File: config.mk
export PLATFORM = sky130hd
export DESIGN_NAME = usb_frame_timer
export DESIGN_NICKNAME = d
export VERILOG_FILES = /design/src/rtl/usb_ft_pkg.sv /design/src/rtl/ft_regs.sv /design/src/rtl/ft_countdown.sv /design/src/rtl/ft_done_delay.sv /design/src/rtl/usb_frame_timer.sv
export SDC_FILE = /design/constraint.sdc
export NUM_CORES = 1
export LEC_CHECK = 0
export BUFFER_PORTS_ARGS = -buffer_cell sky130_fd_sc_hd__buf_4
export CAP_MARGIN = 5
export CORE_MARGIN = 5
export CORE_UTILIZATION = 45
export CTS_BUF_LIST = sky130_fd_sc_hd__clkbuf_4 sky130_fd_sc_hd__clkbuf_8
export DETAILED_ROUTE_END_ITERATION = 8
export PLACE_DENSITY = 0.81
export SLEW_MARGIN = 10
export SYNTH_ARGS = -nofsm -noshare
export SYNTH_HDL_FRONTEND = slang
export SYNTH_SLANG_ARGS = --single-unit
File: constraint.sdc
create_clock -name clk -period 2.3 [get_ports clk]
set_input_delay 0.115 -clock clk [delete_from_list [all_inputs] [get_ports clk]]
set_output_delay 0.115 -clock clk [all_outputs]
set_load 0.01 [all_outputs]
File: src/rtl/usb_ft_pkg.sv
package usb_ft_pkg;

   typedef enum logic [1:0] {
      FT_SEL_INTERVAL = 2'd0,
      FT_SEL_PSTART   = 2'd1,
      FT_SEL_LSTHR    = 2'd2,
      FT_SEL_NONE     = 2'd3
   } ft_sel_e;

   localparam int unsigned FT_FIT_BIT   = 31;
   localparam int unsigned FT_MPS_LSB   = 16;
   localparam int unsigned FT_ALIGN_LOG = 4;

   localparam logic [31:0] FT_FI_RST    = 32'h0000_2EDF;
   localparam logic [31:0] FT_MPS_RST   = 32'h0000_2778;
   localparam logic [31:0] FT_PSTART_RST = 32'h0000_0000;
   localparam logic [31:0] FT_LSTHR_RST = 32'h0000_0628;

endpackage

File: src/rtl/ft_regs.sv
module ft_regs
   import usb_ft_pkg::*;
#(
   parameter int FI_W  = 14,
   parameter int MPS_W = 15,
   parameter int THR_W = 16
) (
   input  logic             clk,
   input  logic             rst_n,
   input  logic             wr_i,
   input  logic [1:0]       sel_i,
   input  logic [31:0]      wdata_i,
   output logic [FI_W-1:0]  fi_o,
   output logic [MPS_W-1:0] mps_o,
   output logic             fit_o,
   output logic [THR_W-1:0] pstart_o,
   output logic [THR_W-1:0] lsthr_o,
   output logic [31:0]      interval_rd_o
);

   localparam int N_THR = 2;
   localparam logic [N_THR-1:0][31:0] THR_RST = {FT_LSTHR_RST, FT_PSTART_RST};

   logic [FI_W-1:0]  fi_q;
   logic [MPS_W-1:0] mps_q;
   logic             fit_q;
   logic [N_THR-1:0][THR_W-1:0] thr_q;

   always_ff @(posedge clk) begin
      if (!rst_n) begin
         fi_q  <= FT_FI_RST[FI_W-1:0];
         mps_q <= FT_MPS_RST[MPS_W-1:0];
         fit_q <= 1'b0;
      end else if (wr_i && ft_sel_e'(sel_i) == FT_SEL_INTERVAL) begin
         fi_q  <= wdata_i[FI_W-1:0];
         mps_q <= wdata_i[FT_MPS_LSB +: MPS_W];
         fit_q <= wdata_i[FT_FIT_BIT];
      end
   end

   // the two 16-bit threshold registers share one structure
   for (genvar g = 0; g < N_THR; g++) begin : g_thr
      localparam logic [1:0] MY_SEL = (g == 0) ? FT_SEL_PSTART : FT_SEL_LSTHR;
      always_ff @(posedge clk) begin
         if (!rst_n)
            thr_q[g] <= THR_RST[g][THR_W-1:0];
         else if (wr_i && sel_i == MY_SEL)
            thr_q[g] <= wdata_i[THR_W-1:0];
      end
   end

   always_comb begin
      interval_rd_o                         = '0;
      interval_rd_o[FT_FIT_BIT]             = fit_q;
      interval_rd_o[FT_MPS_LSB +: MPS_W]    = mps_q;
      interval_rd_o[FI_W-1:0]               = fi_q;
   end

   assign fi_o     = fi_q;
   assign mps_o    = mps_q;
   assign fit_o    = fit_q;
   assign pstart_o = thr_q[0];
   assign lsthr_o  = thr_q[1];

   // interval fields land where the write put them
   p_interval_field_r5: assert property (@(posedge clk) disable iff (!rst_n)
      (wr_i && sel_i == 2'd0) |=> (interval_rd_o[FI_W-1:0] == $past(wdata_i[FI_W-1:0]))
                                   && (fit_o == $past(wdata_i[31])));

endmodule

File: src/rtl/ft_countdown.sv
module ft_countdown #(
   parameter int FI_W = 14,
   parameter int FN_W = 16,
   parameter logic [FI_W-1:0] FI_RST = '0
) (
   input  logic            clk,
   input  logic            rst_n,
   input  logic            tick_i,
   input  logic            run_i,
   input  logic [FI_W-1:0] fi_i,
   input  logic            fit_i,
   output logic [FI_W-1:0] rem_o,
   output logic            frt_o,
   output logic [FN_W-1:0] fn_o,
   output logic            sof_o,
   output logic            edge_o
);

   logic [FI_W-1:0] rem_q;
   logic            frt_q;
   logic [FN_W-1:0] fn_q;
   logic            sof_q;

   assign edge_o = run_i && tick_i && (rem_q == '0);

   always_ff @(posedge clk) begin
      if (!rst_n) begin
         rem_q <= FI_RST;
         frt_q <= 1'b0;
         fn_q  <= '0;
         sof_q <= 1'b0;
      end else begin
         sof_q <= edge_o;
         if (!run_i) begin
            rem_q <= fi_i;
         end else if (tick_i) begin
            if (rem_q == '0) begin
               rem_q <= fi_i;
               frt_q <= fit_i;
               fn_q  <= fn_q + FN_W'(1);
            end else begin
               rem_q <= rem_q - FI_W'(1);
            end
         end
      end
   end

   assign rem_o = rem_q;
   assign frt_o = frt_q;
   assign fn_o  = fn_q;
   assign sof_o = sof_q;

   p_count_step_r2: assert property (@(posedge clk) disable iff (!rst_n)
      (run_i && tick_i && rem_q != '0) |=> rem_q == $past(rem_q) - FI_W'(1));

   p_idle_reload_r3: assert property (@(posedge clk) disable iff (!rst_n)
      (!run_i) |=> rem_q == $past(fi_i));

   p_fn_step_r4: assert property (@(posedge clk) disable iff (!rst_n)
      edge_o |=> (fn_q == $past(fn_q) + FN_W'(1)) && sof_q);

   p_toggle_copy_r4: assert property (@(posedge clk) disable iff (!rst_n)
      edge_o |=> frt_q == $past(fit_i));

endmodule

File: src/rtl/ft_done_delay.sv
module ft_done_delay
   import usb_ft_pkg::*;
#(
   parameter int DLY_W  = 3,
   parameter int ADDR_W = 32
) (
   input  logic              clk,
   input  logic              rst_n,
   input  logic              edge_i,
   input  logic              retire_vld_i,
   input  logic [DLY_W-1:0]  retire_dly_i,
   input  logic [ADDR_W-1:0] retire_addr_i,
   input  logic              wd_pend_i,
   input  logic              oth_pend_i,
   output logic [DLY_W-1:0]  dly_o,
   output logic [ADDR_W-1:0] head_o,
   output logic              wb_req_o,
   output logic [ADDR_W-1:0] wb_head_o
);

   localparam logic [DLY_W-1:0]  DLY_MAX    = '1;
   localparam logic [ADDR_W-1:0] ALIGN_MASK = ~ADDR_W'((1 << FT_ALIGN_LOG) - 1);

   logic [DLY_W-1:0]  dly_q, dly_eff;
   logic [ADDR_W-1:0] head_q, head_eff, wbh_q;
   logic              wb_q, fire;

   // a retire in the boundary cycle counts before the boundary decision
   always_comb begin
      dly_eff  = dly_q;
      head_eff = head_q;
      if (retire_vld_i) begin
         head_eff = retire_addr_i & ALIGN_MASK;
         if (retire_dly_i < dly_q)
            dly_eff = retire_dly_i;
      end
      fire = edge_i && (dly_eff == '0) && !wd_pend_i;
   end

   always_ff @(posedge clk) begin
      if (!rst_n) begin
         dly_q  <= DLY_MAX;
         head_q <= '0;
         wb_q   <= 1'b0;
         wbh_q  <= '0;
      end else begin
         wb_q <= fire;
         if (fire) begin
            wbh_q  <= head_eff | ADDR_W'(oth_pend_i);
            head_q <= '0;
            dly_q  <= DLY_MAX;
         end else begin
            head_q <= head_eff;
            if (edge_i && dly_eff != '0 && dly_eff != DLY_MAX)
               dly_q <= dly_eff - DLY_W'(1);
            else
               dly_q <= dly_eff;
         end
      end
   end

   assign dly_o     = dly_q;
   assign head_o    = head_q;
   assign wb_req_o  = wb_q;
   assign wb_head_o = wbh_q;

   p_dly_lower_r7: assert property (@(posedge clk) disable iff (!rst_n)
      (retire_vld_i && !edge_i) |=> dly_q <= $past(retire_dly_i));

   p_wb_reload_r8: assert property (@(posedge clk) disable iff (!rst_n)
      wb_q |-> (dly_q == DLY_MAX) && (head_q == '0));

   p_wb_gate_r9: assert property (@(posedge clk) disable iff (!rst_n)
      wb_q |-> $past(wd_pend_i) == 1'b0);

   p_dly_hold_r10: assert property (@(posedge clk) disable iff (!rst_n)
      (!edge_i && !retire_vld_i) |=> $stable(dly_q));

endmodule

File: src/rtl/usb_frame_timer.sv
module usb_frame_timer
   import usb_ft_pkg::*;
#(
   parameter int FI_W   = 14,
   parameter int MPS_W  = 15,
   parameter int FN_W   = 16,
   parameter int THR_W  = 16,
   parameter int DLY_W  = 3,
   parameter int ADDR_W = 32
) (
   input  logic              clk,
   input  logic              rst_n,
   input  logic              bit_tick,
   input  logic              run_en,
   input  logic              reg_wr,
   input  logic [1:0]        reg_sel,
   input  logic [31:0]       reg_wdata,
   input  logic              retire_vld,
   input  logic [DLY_W-1:0]  retire_delay,
   input  logic [ADDR_W-1:0] retire_addr,
   input  logic              wd_pending,
   input  logic              other_irq_pending,
   output logic [31:0]       interval_rd,
   output logic [31:0]       remaining_rd,
   output logic [FN_W-1:0]   frame_num,
   output logic [THR_W-1:0]  pstart_rd,
   output logic [THR_W-1:0]  lsthr_rd,
   output logic              sof_pulse,
   output logic              wb_req,
   output logic [ADDR_W-1:0] wb_head,
   output logic [ADDR_W-1:0] done_head,
   output logic [DLY_W-1:0]  delay_cnt
);

   initial begin
      assert (FI_W >= 1 && FI_W <= 14) else $error("FI_W must fit bits 13:0");
      assert (MPS_W >= 1 && MPS_W <= 15) else $error("MPS_W must fit bits 30:16");
      assert (THR_W >= 1 && THR_W <= 16) else $error("THR_W must be at most 16");
      assert (FN_W >= 1 && FN_W <= 32) else $error("FN_W out of range");
      assert (DLY_W >= 1 && DLY_W <= 8) else $error("DLY_W out of range");
      assert (ADDR_W > FT_ALIGN_LOG) else $error("ADDR_W too small");
   end

   logic [FI_W-1:0]  fi;
   logic [MPS_W-1:0] mps;
   logic             fit;
   logic [FI_W-1:0]  rem;
   logic             frt;
   logic             frame_edge;

   ft_regs #(.FI_W(FI_W), .MPS_W(MPS_W), .THR_W(THR_W)) u_regs (
      .clk           (clk),
      .rst_n         (rst_n),
      .wr_i          (reg_wr),
      .sel_i         (reg_sel),
      .wdata_i       (reg_wdata),
      .fi_o          (fi),
      .mps_o         (mps),
      .fit_o         (fit),
      .pstart_o      (pstart_rd),
      .lsthr_o       (lsthr_rd),
      .interval_rd_o (interval_rd)
   );

   ft_countdown #(.FI_W(FI_W), .FN_W(FN_W), .FI_RST(FT_FI_RST[FI_W-1:0])) u_count (
      .clk    (clk),
      .rst_n  (rst_n),
      .tick_i (bit_tick),
      .run_i  (run_en),
      .fi_i   (fi),
      .fit_i  (fit),
      .rem_o  (rem),
      .frt_o  (frt),
      .fn_o   (frame_num),
      .sof_o  (sof_pulse),
      .edge_o (frame_edge)
   );

   ft_done_delay #(.DLY_W(DLY_W), .ADDR_W(ADDR_W)) u_delay (
      .clk           (clk),
      .rst_n         (rst_n),
      .edge_i        (frame_edge),
      .retire_vld_i  (retire_vld),
      .retire_dly_i  (retire_delay),
      .retire_addr_i (retire_addr),
      .wd_pend_i     (wd_pending),
      .oth_pend_i    (other_irq_pending),
      .dly_o         (delay_cnt),
      .head_o        (done_head),
      .wb_req_o      (wb_req),
      .wb_head_o     (wb_head)
   );

   always_comb begin
      remaining_rd              = '0;
      remaining_rd[FT_FIT_BIT]  = frt;
      if (run_en)
         remaining_rd[FI_W-1:0] = rem;
   end

   // a writeback only ever accompanies a start-of-frame
   p_wb_with_sof_r8: assert property (@(posedge clk) disable iff (!rst_n)
      wb_req |-> sof_pulse);

   // idle readback low bits stay clear across cycles
   p_idle_low_zero_r3: assert property (@(posedge clk) disable iff (!rst_n)
      (!run_en && $past(!run_en)) |-> remaining_rd[FI_W-1:0] == '0);

   logic unused_mps;
   assign unused_mps = ^mps;

endmodule

; Yosys cells after proc, flatten, opt, wreduce, memory -nomap -nowiden
; Cells that the tools add are included.
[op_classes]
n_addsub = 3
n_lt_le_gt_ge = 1
eq_ne = 4
mux = 8
n_bitwise = 2
n_reduce_logical = 16
[ops]
columns = cell, n
row1 = 2-to-1 mux 14 bit, 4
row2 = 2-to-1 mux 32 bit, 1
row3 = bitwise OR 32 x 1 -> 32 bit, 1
row4 = "adder 16 x 1 -> 16 bit, second input constant", 1
row5 = zero test 14 bit, 1
row6 = "subtractor 14 x 1 -> 14 bit, second input constant", 1
row7 = logical AND 1 bit, 9
row8 = 2-to-1 mux 3 bit, 3
row9 = zero test 3 bit, 1
row10 = less-than comparator 3 bit, 1
row11 = "inequality test 3 bit, second input constant", 1
row12 = AND reduction 3 bit, 1
row13 = nonzero test 3 bit, 1
row14 = "subtractor 3 x 1 -> 3 bit, second input constant", 1
row15 = "equality test 2 x 1 -> 1 bit, second input constant", 1
row16 = "equality test 2 bit, second input constant", 1
row17 = zero test 2 bit, 1
row18 = "inequality test 2 bit, second input constant", 1
row19 = OR reduction 2 bit, 1
row20 = zero test 1 bit, 1
row21 = inverter 1 bit, 1
[totals]
ff_bits = 162
in_bits = 77
output_inout_bits = 181
wordCells = 47

; Depth between registers and ports, before layout
[depth]
word_depth = 7
ltp_mapped = 12
ltp_nobuf = 11

; By module
; From an unflattened synthesis, not the netlist that was laid out.
[hier_totals]
hier_cells = 799
hier_area_um2 = 7408.4
[by_module_without_submodules]
columns = mod, instances, cells_each, area_each_um2, seq_area_each_um2
row1 = ft_regs, 1, 291, 2817.7, 1241.2
row2 = ft_done_delay, 1, 242, 2349.8, 1361.3
row3 = ft_countdown, 1, 232, 1990.7, 640.6
row4 = usb_frame_timer, 1, 34, 250.2, 0.0

; Worst setup path before layout
; OpenSTA, ideal clock, no wires.
[synth_path]
kind = reg-to-reg
startpoint = register u_delay.dly_q[2], in the netlist u_delay.dly_o[2]
endpoint = register u_delay.dly_q[0], in the netlist u_delay.dly_o[0]
arrival_time_ns = 2.534
required_ns = 2.163
path_slack_ns = -0.371
stages_incl_launch_ff = 12
cell_sequence = dfxtp_1 > inv_1 > ha_1 > nand2_1 > o2111ai_1 > mux2_2 > nor2_1 > ha_1 > nor2b_1 > a21oi_1 > clkbuf_1 > o21ai_0
[synth_between]
elab_chain_cells = 7
[synth_lines]
columns = element, line
row1 = start: declaration, ft_done_delay.sv:24  ; logic [DLY_W-1:0] dly_q, dly_eff;
row2 = start signal: assignment, ft_done_delay.sv:55  ; dly_q <= dly_eff - DLY_W'(1);
row3 = start signal: assignment, ft_done_delay.sv:57  ; dly_q <= dly_eff;
row4 = less-than comparator 3 bit, ft_done_delay.sv:34  ; if (retire_dly_i < dly_q)
row5 = 2-to-1 mux 3 bit, ft_done_delay.sv:34
row6 = 2-to-1 mux 3 bit (*), ft_done_delay.sv:32  ; if (retire_vld_i) begin
row7 = branches (longest 4 deep; another with subtractor 3 x 1 -> 3 bit), n/a
; Every way passes the cells marked *.
; A chain may end at the register's enable or synchronous reset.

; Worst setup path in the final report
[layout_path]
startpoint = register u_delay.dly_q[1], in the netlist u_delay.dly_o[1]
endpoint = register u_delay.wbh_q[25], in the netlist u_delay.wb_head_o[25]
[layout_between]
elab_chain_cells = 6
[layout_lines]
columns = element, line
row1 = less-than comparator 3 bit, ft_done_delay.sv:34
row2 = 2-to-1 mux 3 bit, ft_done_delay.sv:34
row3 = 2-to-1 mux 3 bit (*), ft_done_delay.sv:32
row4 = zero test 3 bit (*), ft_done_delay.sv:37  ; fire = edge_i && (dly_eff == '0) && !wd_pend_i;
row5 = logical AND 1 bit (*) (2 in series), ft_done_delay.sv:37
row6 = end signal: assignment, ft_done_delay.sv:49  ; wbh_q <= head_eff | ADDR_W'(oth_pend_i);
row7 = end: declaration, ft_done_delay.sv:25  ; logic [ADDR_W-1:0] head_q, head_eff, wbh_q;
; Mark *: on every way between the ends. The rest lies on a longest branch, timed or not.

==> key figures <==
Logic synthesis
  • Gate Count Post-Synth: 774
  • Number of enable flip-flop cells after synthesis: 0
  • Synth Area in Adders: 1.15%
  • Yosys reg bits: 162
  • Synth Area in XOR/XNOR: 0.940%
  • Share of the synthesized area in the top cell type: 49.8%
  • Cell Area, Synth: 0.00652 sq mm
  • Most area-hungry cell type in the Yosys netlist: dfxtp_1
  • Post-synthesis compound-gate area fraction: 12.1%
  • Ys async rst share: 0%
  • Post-synth top cells: 187 x nand2_1, 162 x dfxtp_1, 56 x nor2_1
  • Post-synthesis mux area share: 5.91%
  • Largest family of logic cells by synthesized area: simple AND/OR/NAND/NOR gates
  • Synth Area per Inst: 8.42 sq um
  • Unique cell type count in the Yosys netlist: 57
  • Area contributors post-synth: dfxtp_1 50%, nand2_1 11%, mux2i_1 5.2%
  • Synth warnings: 0
  • Synth Area in Simple Gates: 24.3%
  • Most common cell in the netlist: nand2_1
  • Primary FF master, synth: dfxtp_1
  • Seq/Total Area, Yosys: 49.8%

Routing
  • Total wire length: 23.2 mm
  • DRT antenna net count: 0
  • DRC errors left: 0
  • Via density: 5.29
  • Iter 0 DRT Violations: 453
  • Total number of vias: 6796
  • Avg WL per Cell: 18.0 microns
  • Drt first pass iters: 5

Clocking
  • Longest Clk Path Bufs: 2
  • Root buffer cell: clkbuf_8
  • CTS tree: built
  • Cts bufs inserted: 17
  • # clock sinks: 162
  • H-tree Lvls: 4
  • Clock Latency Late Sink: 0.45 ns
  • Clock slew at reported path FFs: 0.10 ns

Cells and area
  • FF/Latch Area: 0.00325 sq mm
  • Layout area overhead: 52.8%
  • # nets final: 1170
  • Fill cells: 1055
  • Fin area: 0.00996 sq mm
  • Multi-input gate area: 0.00322 sq mm
  • Post-Route Utilization: 69.3%
  • Layout cells sized above 1: 34.0%

Setup path
  • Critical path peak fanout: 8
  • Critical-path cell list: inv_2 -> ha_4 -> nand2_4 -> o2111ai_4 -> mux2_4 -> nor2_4 -> ha_2 -> nor2b_4 -> nand3_4 -> clkbuf_16 -> o21ai_1
  • Required time of the critical path: 2.68 ns
  • CP arrival: 2.80 ns
  • Worst reg2reg endpoint: u_delay.wb_head_o[25]
  • RR Startpoint: u_delay.dly_o[1]
  • Crit path largest cell delay: 0.35 ns
  • Worst Setup Path Type: flip-flop to flip-flop
  • Cell count of the worst reg-to-reg path: 11
  • Worst Setup End Kind: flip-flop
  • R2R Setup Slk: -0.12 ns
  • CP startpoint kind: flip-flop
  • Slowest CP cell: mux2_4

Placed design
  • Placed cell area: 0.00863 sq mm
  • Port bufs: 234
  • Hpwl dp: 14.9 mm
  • Global placer's final weighted congestion: 0.891

Worst hold path
  • WHS Endpoint: u_regs.fit_o
  • Hold WC Path Type: primary input to flip-flop
  • Hold path startpoint: rst_n
  • Hold path cells: 3

Global route
  • Gr ovfl total: 0
  • Initial antenna violation count: 1
  • Met1 Track Usage GR: 29.6%
  • Largest net degree at the start of global routing: 51
  • M2 GR Usage: 43.2%
  • First-pass GRT wire length: 34.1 mm
  • GR peak layer: met2
  • Gr usage total: 25.5%
  • Met3 Track Usage GR: 8.76%
  • Vias in the first global route: 6629

Power
  • Int Pwr: 4.21 mW
  • Clock power frac: 35.7%
  • P per Cell Area: 591 mW/mm^2
  • Comb pwr share: 14.1%
  • Sw frac: 28.5%
  • VDD IR max: 0.392 mV
  • Design Power: 5.89 mW
  • P_leak: 4.51 nW
  • Sequential share of power: 50.2%
  • Psw: 1.68 mW

STA
  • Skew final: 0.0191 ns
  • Final worst path period need: 2.42 ns
  • Worst slew pin tran: 0.734 ns
  • Peak Freq: 0.413 GHz
  • Setup violators final: 65
  • RSZ-0062 raised after global routing: yes
  • Final count of hold timing violations: 0
  • Pins Over Slew Limit: 0
  • Setup_tns: -4.54 ns
  • Worst setup margin: -0.122 ns
  • Period utilization: 105%
  • Slew headroom: 51.1%

Floorplan
  • Num ports: 258
  • Initial core utilization: 45.4%
  • Die height: 130 microns
  • Row count: 44
  • Die width: 130 microns
  • Core area: 0.0144 sq mm
  • Die ar.: 0.0170 sq mm

Run status
  • Failing checks: setup timing
  • Status: finished with violations

Flow run
  • Max-Cap Viols: 0
-- cell type report --
class / count / area share, %
clock inverter: 15 / 1.65
multi-input combinational: 553 / 32.4
timing repair buffer: 341 / 28.3
tap: 184 / 2.31
clock buffer: 17 / 2.35
antenna: 1 / 0.0251
inverter: 12 / 0.452
sequential: 162 / 32.6
-- power by group through the flow --
stage          Sequential (mW)  Clock, mW  Combinational (mW)
2_1_floorplan             3.04          0               0.322
6_report                  2.95       2.10               0.831
4_1_cts                   2.95       2.15               0.801
3_5_place_dp              3.01          0               0.692
5_1_grt                   2.96       2.28               0.896
3_3_place_gp              3.01          0               0.678
-- worst max-delay path, delay by kind of cell (launching register included) --
family	cells	cell delay [ns]
AND/OR/NAND/NOR	4	0.54
flip-flops	1	0.34
adder cells (fa/ha/maj)	2	0.45
AO/OA/AOI/OAI	2	0.37
buffers and inverters	2	0.29
multiplexers	1	0.35
-- through the flow --
stage	hold WS (ns)	setup WS [ns]	std cells
after floorplan	0.239	-0.0281	792
after global placement	0.323	-0.00803	1186
after detailed placement	0.328	-0.138	1186
after CTS	0.00000255	-0.0540	1282
after global routing	0.0244	-0.215	1285
final	0.0388	-0.122	1285
-- cell families (layout without fill, tap and decap cells) --
logic type,Yosys count,count (layout)
other,1,20
adder cells (fa/ha/maj),6,6
AO/OA/AOI/OAI,135,135
flip-flops,162,162
multiplexers,38,38
AND/OR/NAND/NOR,348,348
buffers and inverters,77,385
XOR/XNOR,7,7
-- flip-flops by register name, summed over array words and instances (netlist names) --
register and cells:
u_count.frt_o 1, u_delay.wb_req_o 1, u_regs.pstart_o 16, u_delay.wb_head_o 32, u_regs.lsthr_o 16, u_count.fn_o 16
u_regs.fit_o 1, u_count.rem_o 14, u_delay.dly_o 3, u_regs.mps_o 15, u_count.sof_o 1, u_delay.head_o 32
u_regs.fi_o 14
-- cell usage in the layout (no fill, tap or decap), types with 12 or more instances in the layout --
master         instances
mux2i_1               34
clkbuf_8              17
nor2_1                55
o21ai_2               28
nand2_1              185
buf_4                272
and2_1                12
nand3_1               33
conb_1                19
dfxtp_1              160
o21ai_0               15
dlygate4sd3_1         62
a21oi_1               51
-- worst max-delay path by stage --
stage / from / endpoint / slack [ns] / cells after the start
finish: u_delay.dly_o[1] / u_delay.wb_head_o[25] / -0.12 / 11
global route: u_delay.dly_o[2] / u_delay.wb_head_o[25] / -0.22 / 11
CTS: u_delay.dly_o[1] / u_delay.wb_head_o[4] / -0.05 / 11
detailed placement: u_delay.dly_o[2] / u_delay.wb_head_o[30] / -0.14 / 11
global placement: u_delay.dly_o[2] / u_delay.head_o[20] / -0.008 / 12
floorplan: u_delay.dly_o[2] / u_delay.wb_head_o[27] / -0.03 / 12
-- per-layer routing --
layer  up-vias  wire length, microns
met1      3193                  8680
li1       3234                     -
met5         -                     0
met3        49                  2250
met4         0                   637
met2       320                 11600
-- timing repair --
action / CTS / global route
gates cloned: 2 / 1
setup buffers: 0 / 1
endpoints found under the setup margin: 69 / 79
gates resized for setup: 41 / 44
hold endpoints to repair: 121 / 0
pin swaps: 17 / 28
hold buffers: 62 / 0
Power figures use the tool's default switching activity.
